===== src/rtl/hb_pkg.sv =====
package hb_pkg;

  // Bound a requested half-period to the programmed range.
  function automatic int clamp_half(int cmd, int lo_lim, int hi_lim);
    if (cmd < lo_lim) return lo_lim;
    if (cmd > hi_lim) return hi_lim;
    return cmd;
  endfunction

  // Rising ramp: conduction once the count has passed the dead time.
  function automatic logic rise_window(int pos, int dead);
    return pos >= dead;
  endfunction

  // Falling ramp: conduction once the count has dropped dead steps below the peak.
  function automatic logic fall_window(int pos, int peak, int dead);
    return (pos + dead) <= peak;
  endfunction

endpackage


===== src/rtl/hb_ramp.sv =====
module hb_ramp #(
  parameter int CNT_W    = 10,
  parameter int DT_W     = 6,
  parameter int HALF_MIN = 20,
  parameter int HALF_MAX = 500
) (
  input  logic             clk,
  input  logic             rst_n,
  input  logic             go,
  input  logic [CNT_W-1:0] half_cmd,
  input  logic [DT_W-1:0]  dead_cmd,
  output logic [CNT_W-1:0] ramp_q,
  output logic [CNT_W-1:0] peak_q,
  output logic [DT_W-1:0]  dead_q,
  output logic             up_q,
  output logic             running_q,
  output logic             valley
);

  logic [CNT_W-1:0] half_clamped;
  logic             top_reached;
  logic             park;

  assign half_clamped = CNT_W'(hb_pkg::clamp_half(int'(half_cmd), HALF_MIN, HALF_MAX));
  assign top_reached  = up_q && (ramp_q == peak_q - CNT_W'(1));
  assign valley       = !up_q && (ramp_q == CNT_W'(1));
  assign park         = !running_q || !go;

  always_ff @(posedge clk or negedge rst_n) begin
    if (!rst_n) begin
      running_q <= 1'b0;
      ramp_q    <= '0;
      up_q      <= 1'b1;
      peak_q    <= CNT_W'(HALF_MIN);
      dead_q    <= '0;
    end else begin
      running_q <= go;
      if (park || valley) begin
        ramp_q <= '0;
        up_q   <= 1'b1;
        peak_q <= half_clamped;
        dead_q <= dead_cmd;
      end else if (top_reached) begin
        ramp_q <= peak_q;
        up_q   <= 1'b0;
      end else if (up_q) begin
        ramp_q <= ramp_q + CNT_W'(1);
      end else begin
        ramp_q <= ramp_q - CNT_W'(1);
      end
    end
  end

endmodule


===== src/rtl/hb_gate.sv =====
module hb_gate #(
  parameter int  CNT_W     = 10,
  parameter int  DT_W      = 6,
  parameter bit  HIGH_SIDE = 1'b0
) (
  input  logic             running,
  input  logic             up,
  input  logic [CNT_W-1:0] ramp,
  input  logic [CNT_W-1:0] peak,
  input  logic [DT_W-1:0]  dead,
  output logic             en
);

  generate
    if (HIGH_SIDE) begin : g_high
      assign en = running && !up &&
                  hb_pkg::fall_window(int'(ramp), int'(peak), int'(dead));
    end else begin : g_low
      assign en = running && up &&
                  hb_pkg::rise_window(int'(ramp), int'(dead));
    end
  endgenerate

endmodule


===== src/rtl/hb_drive_seq.sv =====
module hb_drive_seq #(
  parameter int CNT_W    = 10,
  parameter int DT_W     = 6,
  parameter int HALF_MIN = 20,
  parameter int HALF_MAX = 500
) (
  input  logic             clk,
  input  logic             rst_n,
  input  logic             uvlo,
  input  logic             run,
  input  logic [CNT_W-1:0] half_cmd,
  input  logic [DT_W-1:0]  dead_cmd,
  output logic             lo_en,
  output logic             hi_en,
  output logic             phase_up
);

  logic [CNT_W-1:0] ramp_q;
  logic [CNT_W-1:0] peak_q;
  logic [DT_W-1:0]  dead_q;
  logic             up_q;
  logic             running;
  logic             valley;
  logic             go;

  assign go = run && !uvlo;

  hb_ramp #(
    .CNT_W(CNT_W), .DT_W(DT_W), .HALF_MIN(HALF_MIN), .HALF_MAX(HALF_MAX)
  ) u_ramp (
    .clk(clk), .rst_n(rst_n), .go(go),
    .half_cmd(half_cmd), .dead_cmd(dead_cmd),
    .ramp_q(ramp_q), .peak_q(peak_q), .dead_q(dead_q),
    .up_q(up_q), .running_q(running), .valley(valley)
  );

  hb_gate #(.CNT_W(CNT_W), .DT_W(DT_W), .HIGH_SIDE(1'b0)) u_lo (
    .running(running), .up(up_q), .ramp(ramp_q), .peak(peak_q),
    .dead(dead_q), .en(lo_en)
  );

  hb_gate #(.CNT_W(CNT_W), .DT_W(DT_W), .HIGH_SIDE(1'b1)) u_hi (
    .running(running), .up(up_q), .ramp(ramp_q), .peak(peak_q),
    .dead(dead_q), .en(hi_en)
  );

  assign phase_up = up_q;

endmodule


===== config.mk =====
export PLATFORM = sky130hd
export DESIGN_NAME = hb_drive_seq
export DESIGN_NICKNAME = d
export VERILOG_FILES = /design/src/rtl/hb_pkg.sv /design/src/rtl/hb_ramp.sv /design/src/rtl/hb_gate.sv /design/src/rtl/hb_drive_seq.sv
export SDC_FILE = /design/constraint.sdc
export NUM_CORES = 1
export LEC_CHECK = 0
export BUFFER_PORTS_ARGS = -buffer_cell sky130_fd_sc_hd__buf_4
export CORE_UTILIZATION = 40
export DETAILED_ROUTE_END_ITERATION = 12
export PLACE_DENSITY = 0.61
export SETUP_SLACK_MARGIN = 0.05
export SKIP_CTS_REPAIR_TIMING = 1
export SLEW_MARGIN = 20
export SYNTH_ARGS = -nofsm -noshare
export SYNTH_HDL_FRONTEND = slang
export SYNTH_SLANG_ARGS = --single-unit

===== constraint.sdc =====
create_clock -name clk -period 4.7 [get_ports clk]
set_input_delay 0.47 -clock clk [delete_from_list [all_inputs] [get_ports clk]]
set_output_delay 0.47 -clock clk [all_outputs]
set_load 0.005 [all_outputs]

Yosys cells after proc, flatten, opt, wreduce, memory -nomap -nowiden
Cells that the tools add are included. Widths: inputs -> output; s select.

Bits in registers: 28. Latch bits: 0. Bits in writable memories: 0. Memory bits (read-only): 0. Input bits: 20. Output and inout port bits: 3. Word-level logic and storage cells: 41. Memories: 0.

Add/sub/neg operators: 4. Multipliers: 0. Div/mod/pow operators: 0. $lt $le $gt $ge: 4. Eq/ne operators: 2. Shift-type cells: 0. Mux-type cells: 12. Bitwise logic cells: 0. Reduce and logical (&&, ||, !) cells: 14.

Operators by type and width (count): $mux 10 (5); $le 32x11->1 (1); $sub 10x1->10 const B (2); $add 10x6->11 (1); $add 10x1->10 const B (1); $eq 10x1->1 const B (1); $eq 10x10->1 (1); $ge 10x6->1 (1); $gt 10x9->1 const B (1); $lt 10x5->1 const B (1); $mux 9 (1); $logic_and 1x1->1 (7); $mux 1 (5); $mux 5 (1); $logic_not 1->1 (4); $logic_or 1x1->1 (2); $reduce_bool 2->1 (1).

Depth between registers and ports, before layout
Gate-level depths: netlist (run 1).

Depth after elaboration: 6. Depth in mapped cells: 14. Mapped depth without buffers: 14.

Modules after synthesis
A second synthesis (run 1) with hierarchy kept.

Cells, all modules: 300. Area total of the unflattened synthesis: 2600.0 µm².

By module, submodules not included: hb_ramp (times used 1, cells an instance 188, area an instance 1775.5 µm²); hb_gate at u_hi (times used 1, cells an instance 90, area an instance 650.6 µm²); hb_gate at u_lo (times used 1, cells an instance 21, area an instance 160.2 µm²); hb_drive_seq (times used 1, cells an instance 1, area an instance 13.8 µm²).

Least setup slack after synthesis (run 1)
No wires, ideal clock.

Kind: register to output. From: reg u_ramp.ramp_q[1]. To: out hi_en. Data arrival time: 2473 ps. Setup slack: 1757 ps. Stages on the path, launching flop included: 14. Path buffers: 0. Path through: dfrtp_1 ha_1 nand2b_1 a21oi_1 o21ai_0 a21oi_1 nor2_1 xnor2_1 ha_1 a21o_1 a21o_1 a21oi_1 o211ai_1 a21oi_1.

Word-level cells in the longest chain between the ends: 3.

RTL lines: start, declared (RTL line hb_ramp.sv:12) `output logic [CNT_W-1:0] ramp_q,`; start signal, assigned (RTL line hb_ramp.sv:44) `ramp_q <= peak_q;`; start signal, assigned (RTL line hb_ramp.sv:47) `ramp_q <= ramp_q + CNT_W'(1);`; start signal, assigned (RTL line hb_ramp.sv:49) `ramp_q <= ramp_q - CNT_W'(1);`; $add 10x6->11 (RTL line hb_pkg.sv:17) `return (pos + dead) <= peak;`; $le 32x11->1 (RTL line hb_pkg.sv:17); $logic_and 1x1->1 (RTL line hb_gate.sv:16) `assign en = running && !up &&`; end, declared (RTL line hb_drive_seq.sv:14) `output logic hi_en,`.

No other way between the ends.

Worst setup path in the final report (run 1)
Same ends and word-level chain as after synthesis.

==> results.md, run 1 <==
## Route
* 0 — count of unresolved DRC violations after routing
* 1979 — number of vias after detailed routing
* 4 — first-pass detailed-route iteration total
* 90 — DRC violation total after the first TritonRoute iteration
* 14.6 µm — post-detailed-route wirelength per cell
* 5390 µm — overall routed net length
* 5.38 — ratio of routed vias to standard cells
* 0 — number of antenna-violating nets in the routed design

## Floorplanning
* 5920 µm² — Core ar.
* 23 — num ports
* 80.5 µm — die span in y
* 41.6% — Starting Density
* 28 — number of rows created at floorplan
* 6480 µm² — die outline area
* 80.5 µm — die extent in x

## Layout
* 603 — filler instances
* 33 x nand2_1, 27 x inv_1, 26 x ha_1 — top library cells by usage in the layout, fill and taps aside
* 341 — final net count
* 16.0% — ratio of cells with drive above 1 in the final layout
* 0 — number of antenna cells inserted
* 8.63% — synthesis-to-finish area growth
* nand2_1 — most frequent standard cell in the layout excluding fill and tap cells

## Hold path
* primary input to asynchronous set/reset pin — worst hold-check path type

## Power
* 0.00125 µW — Lkg Pwr
* 183 nW/µm² — power density over the cells
* 122 µV — Peak VDD IR

## Global route
* 18.5% — GRT Overall Usage
* 0 — initial antenna violation count
* 9250 µm — first-pass GRT wire length
* 0 — gr ovfl total
* 1975 — via count of the first global-routing pass
* 33 — maximum number of pins on one net before global-route repair

## Synth
* 0 — Post-synth EDFFs
* dfrtp_1 — most used flip-flop cell after synthesis
* 100% — share of synthesized registers carrying an async set or reset
* 8.89 µm² — average instance area after synthesis
* 48 — number of distinct library cells after synthesis
* 0 — Ys Warns
* 28.6% — sequential-to-total area share from yosys stat
* 2460 µm² — Post-Syn Area
* 324 — post-synthesis net count
* 277 — Mapped Cells
* 28 — flops & latches, synth

## Timing
* 1.02 ns — final worst-path setup slack
* 0.00376 ns — clock skew after layout
* 0.272 GHz — achievable frequency
* 0 — Final Hold Violating Endpoints
* 0 ns — Final TNS setup
* 3.68 ns — Final min period
* 78.4% — share of the clock period used by the worst path
* 48.4% — worst-case headroom to the max-slew limit
* false — unrepaired setup endpoints after global routing
* 0 — Setup violations, final
* 0.768 ns — Slew @ Worst Pin
* 0 — number of max-slew violations in the final report

## Placed design
* 0.882 — Routability Congestion
* 4190 µm — sum of net half-perimeters after detailed placement
* 1.37 ns — pre-CTS worst setup slack
* 22 — total of buffers placed on input and output ports

## Critical path
* u_ramp.ramp_q[8]$_DFF_PN0_ — terminus of the critical flop-to-flop path
* register — Startpoint Class
* u_ramp.peak_q[3]$_DFFE_PN0N_ — launch point of the worst reg-to-reg path
* dfrtp_1 — Slowest cell on crit path
* 7 — number of cell instances on the worst register-to-register path
* 0.48 ns — Critical Path Max Stage Delay
* 3.21 ns — CP arrival
* 1.78 ns — flop2flop setup slack
* ha_1 -> nand2b_1 -> a21oi_1 -> o21ai_0 -> a21oi_1 -> nor2_1 -> xnor2_1 -> ha_1 -> a21o_1 -> a21o_1 -> a21oi_1 -> o211ai_1 -> a21oi_1 -> buf_4 — Critical Path, Cell by Cell
* register to output pin — type of the setup path with the least slack
* 7 — Worst Path Max Fanout
* 4.23 ns — CP required
* output pin — category of the worst setup path capture point
* a21oi_1 — most frequent cell on the critical path

## Clock tree
* 0.28 ns — clock latency at the later pin of the worst-skew pair
* 1 — maximum level of the CTS H-tree
* 2 — Clock Tree Buf Depth
* 3 — cts bufs inserted
* yes — clock tree from TritonCTS
* 28 — clock sink count
* 0.10 ns — clock edge transition at the registers on the reported setup and hold paths
* clkbuf_8 — CTS root buf

## Flow run
* 0 — max cap viols

## Status
* finished clean — status

-- worst max-delay path: cells and delay by family (launching register included) --
family / cells / cell delay (ns)
compound gates: 8 / 1.25
fa+ha+maj: 2 / 0.63
flops: 1 / 0.48
simple gates: 2 / 0.22
xor+xnor: 1 / 0.20
buf+inv: 1 / 0.13
-- registers in the layout (all words and copies together), names as in the netlist --
register	count
u_ramp.ramp_q	10
u_ramp.dead_q	6
u_ramp.up_q	1
u_ramp.running_q	1
u_ramp.peak_q	10
-- cells by family after synthesis --
family | synth area share [%]
simple gates | 18.9
compound gates | 13.7
fa+ha+maj | 14.0
buf+inv | 8.43
xor+xnor | 9.95
flops | 28.6
mux | 6.40
-- per-stage QoR --
| step | utilization (%) | cell area, µm² | std cells | power, µW | hold WS (ns) |
|---|---|---|---|---|---|
| 3_3_place_gp | 44.4 | 2630 | 364 | 354 | 0.414 |
| 5_1_grt | 45.2 | 2680 | 368 | 524 | 0.115 |
| 4_1_cts | 45.2 | 2680 | 368 | 500 | 0.106 |
| 2_1_floorplan | - | 2460 | 277 | 322 | 0.174 |
| 6_report | 45.2 | 2680 | 368 | 489 | 0.0925 |
| 3_5_place_dp | 44.4 | 2630 | 364 | 357 | 0.423 |
-- area by class of cell --
type                            instances  area, µm²  area share, %
Sequential cell                        28        704           26.3
Multi-Input combinational cell        210       1550           58.0
Inverter                               27        101           3.79
Clock buffer                            4       45.0           1.68
Timing Repair Buffer                   24        180           6.73
Tap cell                               75       93.8           3.51
-- worst max-delay path by stage --
stage          endpoint  depth (start not counted)                  startpoint
2_1_floorplan     hi_en                         13  u_ramp.ramp_q[1]$_DFF_PN0_
3_3_place_gp      hi_en                         14  u_ramp.ramp_q[0]$_DFF_PN0_
3_5_place_dp      hi_en                         14  u_ramp.ramp_q[0]$_DFF_PN0_
4_1_cts           hi_en                         14  u_ramp.ramp_q[1]$_DFF_PN0_
5_1_grt           hi_en                         15  u_ramp.ramp_q[0]$_DFF_PN0_
6_report          hi_en                         14  u_ramp.ramp_q[1]$_DFF_PN0_
-- cells in the mapped netlist, types with 2 or more instances --
cell      number  share of area [%]
a21o_1         3               0.91
buf_6          5                2.3
nand4_1        4                1.0
nor2_1        13                2.0
and3_1         3               0.76
and4_1         2               0.71
nand2b_1       7                1.8
nor2b_1        3               0.76
xnor2_1       17                6.0
a22oi_1        2               0.61
nor4_1         2               0.51
dfstp_2        3                3.2
dfrtp_1       25                 25
mux2_2         6                2.7
a21oi_1       16                3.3
buf_2          2               0.41
nor3_1         8                1.6
mux2i_1        9                3.7
nor4_2         2                1.0
clkbuf_1       2               0.30
o311ai_0       2               0.71
nand2_1       33                5.0
o22ai_1        4                1.0
clkbuf_8       2                1.1
ha_1          26                 13
or2_2          3               0.76
nand3_1        3               0.61
o21bai_1       2               0.61
o21ai_0        9                1.8
xor2_1        11                3.9
or4_1          3               0.91
inv_1         27                4.1
o211ai_1       3               0.91
-- layer usage --
metal | GRT usage, % | vias to the layer above | routed length, µm
li1 | - | 989 | -
met1 | 25.9 | 937 | 2640
met2 | 30.9 | 45 | 2560
met3 | 1.48 | 8 | 135
met4 | 3.57 | 0 | 53
met5 | 0 | - | 0
-- where the power goes --
group	internal [µW]	switching, µW
combinational	42.4	45.6
sequential	251	12.4
clock	61.0	76.6
Power figures use the tool's default switching activity.
==> inputs of run 2 (changes only) <==
- PLACE_DENSITY: 0.61 -> 0.64
- clock period: 4.7 -> 2.95 ns (I/O delays scaled with it)
==> run 2 against run 1 <==
  * The flow now finishes with violations (negative setup slack)
  * Global-route usage rose by 0.36 points
  * Clock skew fell by 0.0013 ns
  * Hold slack improved by 0.085 ns
  * Utilization rose by 3.0 points
  * Wire length rose by 6.5%
  * Flip-flop and latch count did not move
  * Register-to-register slack got worse by 1.4 ns
  * Critical endpoint unchanged
==> results.md, run 2 (synthesis results as in run 1) <==
## Status
* complete, but fails checks — status
* negative setup slack — violations in the final reports

## Critical path
* u_ramp.ramp_q[0]$_DFF_PN0_ — Critical Path Start
* register — Startpoint Class
* register to output pin — type of the setup path with the least slack
* u_ramp.peak_q[3]$_DFFE_PN0N_ — launch point of the worst reg-to-reg path
* 3 — Worst Path Max Fanout, -4
* 0.39 ns — Critical Path Max Stage Delay, -0.09 ns
* dfrtp_1 — Slowest cell on crit path
* 2.98 ns — CP arrival, -0.23 ns
* ha_2 -> inv_1 -> fa_2 -> o21bai_1 -> a21oi_1 -> o21bai_1 -> a21oi_2 -> xnor2_1 -> ha_1 -> a21o_1 -> a21oi_2 -> o211ai_1 -> a21oi_1 -> buf_4 — Critical Path, Cell by Cell
* output pin — category of the worst setup path capture point
* 2.65 ns — CP required, -1.58 ns

## Layout
* buf_4 — most frequent standard cell in the layout excluding fill and tap cells
* 23.1% — ratio of cells with drive above 1 in the final layout, +7.0 points
* u_ramp.peak_q (10), u_ramp.ramp_q (10), u_ramp.dead_q (6) — Largest regs
* 0 — number of antenna cells inserted, unchanged
* 15.7% — synthesis-to-finish area growth
* 38 x buf_4, 33 x nand2_1, 26 x inv_1 — top library cells by usage in the layout, fill and taps aside
* 383 — Final Instance Count excl. Fillers, +4.1%
* 356 — final net count, +4.4%

## Floorplanning
* 6480 µm² — die outline area, unchanged
* 41.6% — Starting Density, unchanged
* 80.5 µm — die extent in x, unchanged
* 5920 µm² — Core ar., unchanged
* 23 — num ports, unchanged
* 80.5 µm — die span in y, unchanged
* 28 — number of rows created at floorplan, unchanged

## Timing
* 0 — number of max-slew violations in the final report, unchanged
* 3.27 ns — Final min period
* true — unrepaired setup endpoints after global routing
* 0.00248 ns — clock skew after layout, -0.00128 ns
* 70.5% — worst-case headroom to the max-slew limit, +22 points
* 1 — Setup violations, final, +1
* 0 — Final Hold Violating Endpoints, unchanged
* 0.438 ns — Slew @ Worst Pin, -0.329 ns
* -0.325 ns — Final TNS setup, -0.325 ns
* 111% — share of the clock period used by the worst path
* -0.325 ns — final worst-path setup slack, -1.34 ns
* 0.305 GHz — achievable frequency
* 0.177 ns — worst hold margin, +0.0850 ns

## Clock tree
* yes — clock tree from TritonCTS
* clkbuf_8 — CTS root buf
* 3 — cts bufs inserted, unchanged
* 0.10 ns — clock edge transition at the registers on the reported setup and hold paths, about the same
* 28 — clock sink count, unchanged
* 2 — Clock Tree Buf Depth, unchanged
* 0.28 ns — clock latency at the later pin of the worst-skew pair, about the same
* 1 — maximum level of the CTS H-tree, unchanged

## Route
* 15.0 µm — post-detailed-route wirelength per cell, +2.3%
* 5.34 — ratio of routed vias to standard cells, -0.71%
* 4 — first-pass detailed-route iteration total, unchanged
* 0 — count of unresolved DRC violations after routing, unchanged
* 5740 µm — overall routed net length, +6.5%
* 2045 — number of vias after detailed routing, +3.3%
* 105 — DRC violation total after the first TritonRoute iteration, +17%
* 0 — number of antenna-violating nets in the routed design, unchanged

## Power
* 310 nW/µm² — power density over the cells, +70%
* 0.00134 µW — Lkg Pwr, +7.4%
* 226 µV — Peak VDD IR, +85%

## Placed design
* 376 — number of cells after detailed placement, +3.3%
* 22 — total of buffers placed on input and output ports, unchanged
* 0.880 — Routability Congestion, -0.23%
* 4420 µm — sum of net half-perimeters after detailed placement, +5.5%

## Flow run
* 0 — max cap viols, unchanged

## Global route
* 29 — maximum number of pins on one net before global-route repair, -12%
* 0 — initial antenna violation count, unchanged
* 0 — gr ovfl total, unchanged
* 1940 — via count of the first global-routing pass, -1.8%
* 9390 µm — first-pass GRT wire length, +1.6%
* 18.8% — GRT Overall Usage, +0.36 points

## Hold path
* primary input to register — worst hold-check path type
* uvlo — startpoint of the worst hold path

[run 2: worst max-delay path, delay by kind of cell, from the launching register on]
kind,cells,cell delay [ns]
DFF,1,0.39
adders and majority gates,3,0.85
xor gates and xnor gates,1,0.14
buffers and inverters,2,0.19
AOI/OAI and AO/OA,8,1.14
[run 2: final timing paths]
kind | end | slack, ns | depth (start not counted)
setup / recovery | hi_en | -0.32 | 14
hold / removal | u_ramp.running_q$_DFF_PN0_ | 0.18 | 2
setup reg to reg | u_ramp.ramp_q[1]$_DFF_PN0_ | 0.42 | 7
hold reg to reg | u_ramp.dead_q[2]$_DFFE_PN0N_ | 0.55 | 1
max in group asynchronous | u_ramp.peak_q[4]$_DFFE_PN1N_ | 2.15 | 2
min in group asynchronous | u_ramp.dead_q[4]$_DFFE_PN0N_ | 0.47 | 2
[run 2: per-stage QoR]
stage	utilization (%)	setup slack, ns	cell area [µm²]	power (µW)
floorplan	-	0.182	2460	513
global placement	46.0	-0.0174	2720	571
detailed placement	46.0	-0.0674	2720	573
CTS	47.2	-0.416	2790	894
global route	48.2	-0.511	2850	931
finish	48.2	-0.325	2850	884
[run 2: cell type report]
| cell class | instances | area [µm²] |
|---|---|---|
| inverters | 27 | 101 |
| well taps | 75 | 93.8 |
| clock inverters | 1 | 30.0 |
| flip-flops and latches | 28 | 706 |
| clock buffers | 3 | 41.3 |
| repair buffers | 39 | 295 |
| multi-input cells | 210 | 1580 |
| fillers | 585 | 3070 |
[run 2: layer usage]
metal  global-route usage, %  vias to the layer above  share of wire [%]
met1                    26.7                      960                 48
li1                        -                     1018                  -
met3                    2.05                        6                6.0
met5                       0                        -                  0
met2                    30.6                       61                 45
met4                    3.93                        0               0.96
[run 2: report_power, final]
part | leakage, µW | switching (µW) | internal (µW) | total [µW]
Combinational | 0.000960 | 78.4 | 75.6 | 154
Clock | 0.0000357 | 129 | 182 | 311
Sequential | 0.000347 | 19.4 | 400 | 419
Total | 0.00134 | 227 | 657 | 884
==> inputs of run 3 (changes only) <==
- CTS_CLUSTER_SIZE: not set -> 28
- PLACE_DENSITY: 0.64 -> 0.63
- SYNTH_HIERARCHICAL: not set -> 1
==> run 3 against run 2 <==
  * Register-to-register slack gained 0.04 ns
  * Clock-buffer cell count is the same
  * Critical path depth shrank 1
  * Synthesized cell count grew 8.3%
  * Design area grew 8.3%
  * Critical path type unchanged
  * Sequential share of layout area shrank 1.9 points
  * The flow still finishes with violations (negative setup slack)
  * Non-clock buffer count grew 9
  * First-iteration DRC count grew 6.7%
  * Wire length grew 11%
  * Maximum frequency shrank 4.5%
  * Largest power group unchanged
  * Via count grew 14%
  * Utilization grew 0.77 points
==> results.md, run 3 <==
## Clock tree
* yes — clock tree from TritonCTS
* 1 — maximum level of the CTS H-tree, unchanged
* 2 — Clock Tree Buf Depth, unchanged
* 28 — clock sink count, unchanged
* 0.09 ns — clock edge transition at the registers on the reported setup and hold paths, about the same
* 0.28 ns — clock latency at the later pin of the worst-skew pair, about the same
* clkbuf_8 — CTS root buf
* 3 — cts bufs inserted, unchanged

## Timing
* 0.00346 ns — clock skew after layout, +0.000981 ns
* 45.3% — worst-case headroom to the max-slew limit, -25 points
* 0 — number of max-slew violations in the final report, unchanged
* true — unrepaired setup endpoints after global routing
* 0 — Final Hold Violating Endpoints, unchanged
* 0.819 ns — Slew @ Worst Pin, +0.381 ns
* 1 — Setup violations, final, unchanged
* 3.43 ns — Final min period, +0.154 ns
* -0.478 ns — final worst-path setup slack, -0.154 ns
* 0.292 GHz — achievable frequency, -4.5%
* 116% — share of the clock period used by the worst path, +5.2 points

## Layout
* 20.6% — ratio of cells with drive above 1 in the final layout, -2.4 points
* buf_4 — most frequent standard cell in the layout excluding fill and tap cells
* 625 — filler instances, +6.8%
* 47 x buf_4, 33 x nand2_1, 29 x inv_1 — top library cells by usage in the layout, fill and taps aside
* 48.9% — Core Util, Final, +0.77 points
* 0 — number of antenna cells inserted, unchanged
* u_ramp/peak_q (10), u_ramp/ramp_q (10), u_ramp/dead_q (6) — Largest regs
* 706 µm² — sequential cell area, unchanged
* 392 — final net count, +10%
* 18.8% — synthesis-to-finish area growth
* 1740 µm² — multi-input logic area, +9.9%

## Synth
* 6 — Ys Warns, +6
* 59 — number of distinct library cells after synthesis, +23%
* 347 — post-synthesis net count, +7.1%
* 0 — Post-synth EDFFs, unchanged
* 28 — flops & latches, synth, unchanged
* 27.1% — sequential-to-total area share from yosys stat, -1.5 points
* 300 — Mapped Cells, +8.3%
* dfrtp_1 — most used flip-flop cell after synthesis
* dfrtp_1 — library cell occupying the most area in the post-synthesis netlist
* 8.67 µm² — average instance area after synthesis, -2.6%
* 14.0% — Synth Area in Compound Gates, +0.34 points
* 24.1% — Simple-Gate Fraction of Synth Area, +5.1 points
* 7.27% — multiplexer fraction of the synthesized cell area, +0.87 points
* simple AND/OR/NAND/NOR gates — combinational family with the most area after synthesis
* 2600 µm² — Post-Syn Area, +5.5%
* 33 x nand2_1, 30 x inv_1, 26 x ha_1 — Post-synth top cells
* 13.3% — adder and majority gate portion of the synthesized area, -0.74 points
* 100% — share of synthesized registers carrying an async set or reset, unchanged
* 24.1% — proportion of netlist area held by the largest area contributor, -1.3 points
* 7.75% — xor/xnor cell area share of the yosys netlist, -2.2 points
* dfrtp_1 24%, ha_1 13%, xnor2_1 5.1% — leading cell types by total area after synthesis
* nand2_1 — most common cell in the synthesized netlist

## Floorplanning
* 82.6 µm — die extent in x, +2.7%
* 23 — num ports, unchanged
* 29 — number of rows created at floorplan, +3.6%
* 41.2% — Starting Density, -0.43 points
* 82.6 µm — die span in y, +2.7%
* 6310 µm² — Core ar., +6.6%
* 6830 µm² — die outline area, +5.4%

## Route
* 0 — number of antenna-violating nets in the routed design, unchanged
* 15.2 µm — post-detailed-route wirelength per cell, +1.3%
* 5.55 — ratio of routed vias to standard cells, +3.9%
* 112 — DRC violation total after the first TritonRoute iteration, +6.7%
* 4 — first-pass detailed-route iteration total, unchanged
* 2335 — number of vias after detailed routing, +14%
* 6390 µm — overall routed net length, +11%
* 0 — count of unresolved DRC violations after routing, unchanged

## Power
* 291 nW/µm² — power density over the cells, -6.3%
* 0.00143 µW — Lkg Pwr, +6.3%
* 898 µW — total power of the final layout, +1.5%
* 231 µV — Peak VDD IR, +1.9%

## Critical path
* register — Startpoint Class
* output pin — category of the worst setup path capture point
* 3.13 ns — CP arrival, +0.15 ns
* 2.65 ns — CP required, about the same
* register to output pin — type of the setup path with the least slack
* 6 — Worst Path Max Fanout, +3

## Global route
* 0 — gr ovfl total, unchanged
* 10200 µm — first-pass GRT wire length, +9.1%
* 0 — initial antenna violation count, unchanged
* 37 — maximum number of pins on one net before global-route repair, +28%
* 2148 — via count of the first global-routing pass, +11%
* 20.0% — GRT Overall Usage, +1.1 points

## Status
* negative setup slack — violations in the final reports
* complete, but fails checks — status

## Placed design
* 0.856 — Routability Congestion, -2.7%
* -0.208 ns — pre-CTS worst setup slack, -0.140 ns
* 22 — total of buffers placed on input and output ports, unchanged
* 5010 µm — sum of net half-perimeters after detailed placement, +13%

## Flow run
* 0 — max cap viols, unchanged

## Hold path
* primary input to register — worst hold-check path type

-- run 3: layout make-up --
cell class / count / area share [%]
multi-input combinational: 234 / 56.3
sequential: 28 / 22.8
timing repair buffer: 48 / 11.7
inverter: 30 / 3.65
tap: 77 / 3.12
clock buffer: 3 / 1.34
clock inverter: 1 / 0.972
-- run 3: worst max-delay path, cell delays in order (launching register included) --
cell     delay, ns
dfrtp_2       0.44
ha_4          0.17
inv_2         0.05
fa_2          0.22
nor2b_4       0.05
o31a_1        0.30
or4_1         0.41
nand3_1       0.10
ha_1          0.14
nand4_1       0.12
or3_1         0.39
o311a_1       0.12
nor4b_2       0.21
buf_4         0.15
-- run 3: per-layer routing --
metal | global-route usage [%] | up-vias | share of wire [%]
li1 | - | 1171 | -
met1 | 27.0 | 1102 | 47
met2 | 34.5 | 49 | 48
met3 | 1.43 | 13 | 3.6
met4 | 4.83 | 0 | 1.4
met5 | 0 | - | 0
-- run 3: per-stage QoR --
stage                     hold WS (ns)  setup TNS [ns]  std cells  instance area (µm²)
after detailed placement         0.246          -0.208        416                 3000
final                            0.171          -0.478        421                 3090
after global placement           0.237          -0.140        416                 3000
after floorplan              -0.000591         -0.0274        300                 2600
after global routing             0.162          -0.590        421                 3090
after CTS                      -0.0649          -0.534        420                 3070
-- run 3: logic make-up after synthesis --
logic type / after synthesis
buffers and inverters: 38
DFF: 28
AOI/OAI and AO/OA: 54
and+or+nand+nor: 112
adders and majority gates: 27
muxes: 18
xor gates and xnor gates: 23
-- run 3: final timing paths --
path	from	endpoint	slack, ns	depth (start not counted)
worst max-delay path	u_ramp/ramp_q[0]$_DFF_PN0_	hi_en	-0.48	13
worst min-delay path	uvlo	u_ramp/running_q$_DFF_PN0_	0.17	2
worst max register to register	u_ramp/peak_q[0]$_DFFE_PN0N_	u_ramp/ramp_q[1]$_DFF_PN0_	0.46	9
worst min register to register	u_ramp/peak_q[9]$_DFFE_PN0N_	u_ramp/peak_q[9]$_DFFE_PN0N_	0.55	2
max in group asynchronous	rst_n	u_ramp/up_q$_DFFE_PN1P_	2.17	2
min in group asynchronous	rst_n	u_ramp/peak_q[0]$_DFFE_PN0N_	0.47	2
-- run 3: power breakdown --
group | total, µW | internal (µW) | switching [µW]
clock network | 302 | 182 | 121
registers | 425 | 400 | 25.3
logic | 170 | 84.4 | 85.4
